### src/rtl/chlcd_pkg.sv
package chlcd_pkg;

  typedef enum logic [3:0] {
    OP_NONE, OP_CLEAR, OP_HOME, OP_ENTRY, OP_DISP,
    OP_SHIFT, OP_FUNC, OP_CGADDR, OP_DDADDR, OP_DATA
  } op_e;

  // Highest set bit selects the instruction class; select=1 means data.
  function automatic op_e classify(input logic sel, input logic [7:0] b);
    if (sel)  return OP_DATA;
    if (b[7]) return OP_DDADDR;
    if (b[6]) return OP_CGADDR;
    if (b[5]) return OP_FUNC;
    if (b[4]) return OP_SHIFT;
    if (b[3]) return OP_DISP;
    if (b[2]) return OP_ENTRY;
    if (b[1]) return OP_HOME;
    if (b[0]) return OP_CLEAR;
    return OP_NONE;
  endfunction

  function automatic int unsigned busy_ticks(input op_e op,
                                             input int unsigned long_t,
                                             input int unsigned short_t);
    case (op)
      OP_NONE:           return 0;
      OP_CLEAR, OP_HOME: return long_t;
      default:           return short_t;
    endcase
  endfunction

endpackage

### src/rtl/chlcd_nib_join.sv
module chlcd_nib_join (
  input  logic       clk,
  input  logic       rst_n,
  input  logic       en,
  input  logic       rs,
  input  logic [3:0] d,
  input  logic       block,
  output logic       byte_vld,
  output logic       byte_rs,
  output logic [7:0] byte_val,
  output logic       strobe_ign
);
  logic       en_q;
  logic       first_pend;
  logic       phase;
  logic [3:0] hi_nib;
  logic       fall;
  logic       take;

  always_comb begin
    fall       = en_q & ~en;
    take       = fall & ~block;
    strobe_ign = fall & block;
    byte_vld   = take & (first_pend | phase);
    byte_rs    = rs;
    byte_val   = first_pend ? {d, 4'h0} : {hi_nib, d};
  end

  always_ff @(posedge clk or negedge rst_n) begin
    if (!rst_n) begin
      en_q       <= 1'b0;
      first_pend <= 1'b1;
      phase      <= 1'b0;
      hi_nib     <= '0;
    end else begin
      en_q <= en;
      if (take) begin
        if (first_pend) begin
          first_pend <= 1'b0;
          phase      <= 1'b0;
        end else if (!phase) begin
          hi_nib <= d;
          phase  <= 1'b1;
        end else begin
          phase <= 1'b0;
        end
      end
    end
  end
endmodule

### src/rtl/chlcd_busy_tmr.sv
module chlcd_busy_tmr #(
  parameter int CNT_W = 11
) (
  input  logic             clk,
  input  logic             rst_n,
  input  logic             tick,
  input  logic             load,
  input  logic [CNT_W-1:0] load_val,
  output logic             busy
);
  logic [CNT_W-1:0] cnt;

  always_ff @(posedge clk or negedge rst_n) begin
    if (!rst_n)                  cnt <= '0;
    else if (load)               cnt <= load_val;
    else if (tick && cnt != '0)  cnt <= cnt - 1'b1;
  end

  assign busy = (cnt != '0);
endmodule

### src/rtl/chlcd_rx.sv
module chlcd_rx
  import chlcd_pkg::*;
#(
  parameter int AW          = 7,
  parameter int LONG_TICKS  = 1520,
  parameter int SHORT_TICKS = 37,
  parameter int ERR_W       = 8
) (
  input  logic             clk,
  input  logic             rst_n,
  input  logic             us_tick,
  input  logic             lcd_en,
  input  logic             lcd_rs,
  input  logic [3:0]       lcd_d,
  input  logic [AW-1:0]    peek_addr,
  output logic [7:0]       peek_data,
  output logic             busy,
  output logic [AW-1:0]    ddram_addr,
  output logic [5:0]       cgram_addr,
  output logic             cg_select,
  output logic             inc_mode,
  output logic             shift_mode,
  output logic             display_on,
  output logic             cursor_on,
  output logic             blink_on,
  output logic             wide_bus,
  output logic             two_lines,
  output logic             tall_font,
  output logic [AW-1:0]    view_offset,
  output logic [ERR_W-1:0] strobe_errs
);
  localparam int DEPTH = 1 << AW;
  localparam int CNT_W = $clog2(LONG_TICKS + 1);

  // Named internal events, also used by the bound checker.
  logic             byte_vld;
  logic             byte_rs;
  logic [7:0]       byte_val;
  logic             strobe_ign;
  op_e              byte_op;
  logic             load_busy;
  logic [CNT_W-1:0] load_val;

  logic [7:0] mem [DEPTH];

  function automatic logic [AW-1:0] nudge(input logic [AW-1:0] a, input logic up);
    return up ? a + 1'b1 : a - 1'b1;
  endfunction

  chlcd_nib_join u_join (
    .clk        (clk),
    .rst_n      (rst_n),
    .en         (lcd_en),
    .rs         (lcd_rs),
    .d          (lcd_d),
    .block      (busy),
    .byte_vld   (byte_vld),
    .byte_rs    (byte_rs),
    .byte_val   (byte_val),
    .strobe_ign (strobe_ign)
  );

  always_comb begin
    byte_op   = classify(byte_rs, byte_val);
    load_busy = byte_vld && (byte_op != OP_NONE);
    load_val  = CNT_W'(busy_ticks(byte_op, LONG_TICKS, SHORT_TICKS));
  end

  chlcd_busy_tmr #(.CNT_W(CNT_W)) u_busy (
    .clk      (clk),
    .rst_n    (rst_n),
    .tick     (us_tick),
    .load     (load_busy),
    .load_val (load_val),
    .busy     (busy)
  );

  always_ff @(posedge clk or negedge rst_n) begin
    if (!rst_n) begin
      for (int i = 0; i < DEPTH; i++) mem[i] <= 8'h20;
      ddram_addr  <= '0;
      cgram_addr  <= '0;
      cg_select   <= 1'b0;
      inc_mode    <= 1'b1;
      shift_mode  <= 1'b0;
      display_on  <= 1'b0;
      cursor_on   <= 1'b0;
      blink_on    <= 1'b0;
      wide_bus    <= 1'b1;
      two_lines   <= 1'b0;
      tall_font   <= 1'b0;
      view_offset <= '0;
    end else if (byte_vld) begin
      case (byte_op)
        OP_CLEAR: begin
          for (int i = 0; i < DEPTH; i++) mem[i] <= 8'h20;
          ddram_addr  <= '0;
          view_offset <= '0;
          cg_select   <= 1'b0;
          inc_mode    <= 1'b1;
        end
        OP_HOME: begin
          ddram_addr  <= '0;
          view_offset <= '0;
          cg_select   <= 1'b0;
        end
        OP_ENTRY: begin
          inc_mode   <= byte_val[1];
          shift_mode <= byte_val[0];
        end
        OP_DISP: begin
          display_on <= byte_val[2];
          cursor_on  <= byte_val[1];
          blink_on   <= byte_val[0];
        end
        OP_SHIFT: begin
          if (byte_val[3]) view_offset <= nudge(view_offset, byte_val[2]);
          else             ddram_addr  <= nudge(ddram_addr, byte_val[2]);
        end
        OP_FUNC: begin
          wide_bus  <= byte_val[4];
          two_lines <= byte_val[3];
          tall_font <= byte_val[2] & ~byte_val[3];
        end
        OP_CGADDR: begin
          cgram_addr <= byte_val[5:0];
          cg_select  <= 1'b1;
        end
        OP_DDADDR: begin
          ddram_addr <= byte_val[AW-1:0];
          cg_select  <= 1'b0;
        end
        OP_DATA: begin
          if (cg_select) begin
            cgram_addr <= inc_mode ? cgram_addr + 1'b1 : cgram_addr - 1'b1;
          end else begin
            mem[ddram_addr] <= byte_val;
            ddram_addr      <= nudge(ddram_addr, inc_mode);
            if (shift_mode) view_offset <= nudge(view_offset, inc_mode);
          end
        end
        default: ;
      endcase
    end
  end

  always_ff @(posedge clk or negedge rst_n) begin
    if (!rst_n)                             strobe_errs <= '0;
    else if (strobe_ign && strobe_errs != '1) strobe_errs <= strobe_errs + 1'b1;
  end

  assign peek_data = mem[peek_addr];
endmodule

### config.mk
export PLATFORM = sky130hd
export DESIGN_NAME = chlcd_rx
export DESIGN_NICKNAME = d
export VERILOG_FILES = /design/src/rtl/chlcd_pkg.sv /design/src/rtl/chlcd_nib_join.sv /design/src/rtl/chlcd_busy_tmr.sv /design/src/rtl/chlcd_rx.sv
export SDC_FILE = /design/constraint.sdc
export NUM_CORES = 2
export LEC_CHECK = 0
export ABC_AREA = 1
export BUFFER_PORTS_ARGS = -buffer_cell sky130_fd_sc_hd__buf_2
export CELL_PAD_IN_SITES_DETAIL_PLACEMENT = 0
export CELL_PAD_IN_SITES_GLOBAL_PLACEMENT = 1
export CORE_UTILIZATION = 48
export DETAILED_ROUTE_END_ITERATION = 10
export PLACE_DENSITY_LB_ADDON = 0.25
export SLEW_MARGIN = 15
export SYNTH_ARGS = -nofsm -noshare
export SYNTH_HDL_FRONTEND = slang
export SYNTH_SLANG_ARGS = --single-unit
### constraint.sdc
create_clock -name clk -period 3.6 [get_ports clk]
set_input_delay 0.72 -clock clk [delete_from_list [all_inputs] [get_ports clk]]
set_output_delay 0.72 -clock clk [all_outputs]
set_load 0.1 [all_outputs]
==> results.ini <==
[placed_design]
port_buffers = 61
place_congestion = 0.901
dp_hpwl_mm = 110
dpl.cell_count = 7705

[pwr]
leakage_nw = 26.3
clkPwrFrac_pct = 45.4
power_frac_comb_pct = 11.2
p_total_mw = 29.0
seqPwrFrac_pct = 43.4
switching_share_pct = 26.5
vdd_drop_max_mv = 0.631
power_density_nw_per_um2 = 486
power.switching_mw = 7.69
power.internal_mw = 21.4

[final_layout]
final_cell_mix = 1985 x nand2_1, 969 x o21ai_1, 948 x dfrtp_1
final_cells = 7950
finish.utilization_pct = 55.8
nNetsFinal = 6474
final_common_cell = nand2_1
drive_above_1_share_pct = 12.6
synthToLayoutAreaGrowth_pct = 15.4
antennaDiodeCount = 0

[synth]
postSynth.asyncResetShare_pct = 100
ys_top_cells_by_area = dfrtp_1 46%, nand2_1 15%, o21ai_1 9.3%
synthDominantCellAreaShare_pct = 45.8
ys_types = 40
yosysWarnings = 0
synth_cells = 6424
synth_flop_cell = dfrtp_1
ys_ff_latch = 1079
syn_area_um2 = 51800
synth_top_area_cell = dfrtp_1
synth_nets = 6451
syn_avg_cell_area_um2 = 8.06
synth_enable_flop_cells = 0
seq_area_frac_synth_pct = 52.4

[hold_path]
min_from = lcd_en
min_to = u_join.en_q
hp-class = input pin to register
hold_depth = 1

[sta]
hold_viol = 0
setup_viol = 1
setup_slack_ns = -0.0119
slew_headroom_pct = 23.1
rsz0062_at_grt = true
fin_tns_setup_ns = -0.0119
min_period_ns = 3.61
whs_ns = 0.121
post-route-period-util_pct = 100
fmax_ghz = 0.277
slew_violations = 0
finalClockSkew_ns = 0.0280
tightest_slew_ns = 1.15

[floorplanning]
core_area_um2 = 107000
initial_core_util_pct = 48.4
dieArea_um2 = 109000
io_pins = 62
die_h_um = 331
num_rows = 120
die_x_um = 331

[route]
vias = 46559
vias_per_cell = 5.86
first_iter_violations = 4653
drt_wl_total_mm = 177
drt_first_pass_iters = 6
route.detailed.drc = 0
wl_per_cell_um = 22.2
antenna_left = 0

[worst_setup_path]
end_kind = output pin
startpoint = peek_addr[0]
r2r_cells = 13
cp_data_required_time_ns = 2.88
crit_type = input pin to output pin
rr_startpoint = u_busy.cnt[0]
cp.arrival_ns = 2.89
reg2reg_to = mem[396]
r2r_slack_ns = 0.39
critPathMaxFanout = 17
cp-start-kind = input pin

[clock_network]
clock_latency_ns = 0.72
numClockSinks = 1079
root_buffer = clkbuf_16
cts_tree = built
cts_max_level = 3
clockBufferDepth = 3
clk_pin_slew_ns = 0.06
cts_buffers = 118

[outcome]
outcome = finished with violations
violations = setup timing

[global_route]
grt_overflow_total = 0
track_usage_pct = 32.2
grt_start_max_net_pins = 113
grt_pass1_vias = 45301
grt_pass1_wl_mm = 273
antenna_found_initial = 5

[run]
maxCapViolations = 0

[metrics by stage]
step           setup WS [ns]  area (um^2)
2_1_floorplan        0.00249        51800
3_3_place_gp          -0.240        54900
3_5_place_dp          -0.192        54900
4_1_cts              -0.0212        59400
5_1_grt              -0.0150        59800
6_report             -0.0119        59800
[area by class of cell]
type,instances,area [um^2]
Clock buffer,165,3440
Clock inverter,55,791
Fill cell,9906,47300
Inverter,95,398
Multi-Input combinational cell,4854,22600
Sequential cell,1079,27200
Tap cell,1403,1760
Timing Repair Buffer,299,3590
[timing repair]
| action | 4_1_cts | 5_1_grt |
|---|---|---|
| gates cloned | 4 | 7 |
| pin swaps | 1 | 3 |
| endpoints found under the setup margin | 7 | 8 |
| setup buffers | 3 | 10 |
| hold buffers | 1 | 0 |
| resized for setup | 14 | 36 |
| hold endpoints to repair | 6 | 0 |
[logic make-up (layout without fill, tap and decap cells)]
family,count (synthesis),in the layout,share of synthesized area (%)
flip-flops,1079,1079,52.4
XOR/XNOR,32,32,0.541
AO/OA/AOI/OAI,1871,1871,18.8
buffers and inverters,491,614,4.27
adder cells (fa/ha/maj),11,11,0.280
AND/OR/NAND/NOR,2940,2940,23.6
[routing by layer]
layer  vias up  share of wire (%)  global-route usage, %
met4        10                3.4                   10.6
met2      1759                 45                   49.8
met1     22837                 45                   46.3
li1      21614                  -                      -
met3       339                7.1                   5.16
met5         -              0.040                      0
[cells in the mapped netlist (8+ instances only)]
master,n
xnor2_1,9
nand2_1,2002
buf_2,82
buf_12,11
ha_1,10
dfrtp_1,948
o22ai_1,261
o21ai_1,961
inv_1,87
nand2_2,14
nand2_4,110
nand3_1,205
xor2_1,23
clkbuf_1,249
a21oi_1,11
nor3_1,13
nand4_1,8
nor2_1,574
buf_4,15
o21ai_0,617
buf_1,36
dfstp_2,131
[registers in the layout, indices dropped and copies added, names as in the netlist]
| register | flops |
|---|---|
| cgram_addr | 6 |
| blink_on | 1 |
| display_on | 1 |
| u_join.hi_nib | 4 |
| cursor_on | 1 |
| u_join.first_pend | 1 |
| ddram_addr | 7 |
| strobe_errs | 8 |
| two_lines | 1 |
| cg_select | 1 |
| u_join.en_q | 1 |
| wide_bus | 1 |
| u_busy.cnt | 11 |
| u_join.phase | 1 |
| shift_mode | 1 |
| inc_mode | 1 |
| tall_font | 1 |
| mem | 1024 |
| view_offset | 7 |
[power by group through the flow]
stage | Combinational [mW] | Sequential (mW) | Clock, mW
2_1_floorplan | 1.58 | 13.1 | 0
3_3_place_gp | 3.11 | 12.8 | 0
3_5_place_dp | 3.12 | 12.8 | 0
4_1_cts | 3.17 | 12.6 | 13.4
5_1_grt | 3.51 | 12.6 | 13.8
6_report | 3.25 | 12.6 | 13.2
[worst max path at each step]
stage | to | depth (start not counted) | slack (ns)
4_1_cts | peek_data[7] | 15 | -0.02
6_report | peek_data[1] | 16 | -0.01
3_3_place_gp | peek_data[1] | 16 | -0.24
2_1_floorplan | peek_data[3] | 15 | 0.002
3_5_place_dp | peek_data[1] | 16 | -0.19
5_1_grt | peek_data[6] | 15 | -0.01
[worst max-delay path: stages]
cell	delay, ns
buf_12	0.14
clkinv_16	0.10
buf_16	0.14
buf_16	0.17
buf_16	0.16
o21ai_0	0.08
o22ai_1	0.20
nand2_1	0.08
nand3_1	0.12
nand2_1	0.13
nand2_1	0.10
nand3_1	0.17
nand2_1	0.11
nand2_1	0.08
nand2_4	0.15
buf_12	0.19
Power figures use the tool's default switching activity.
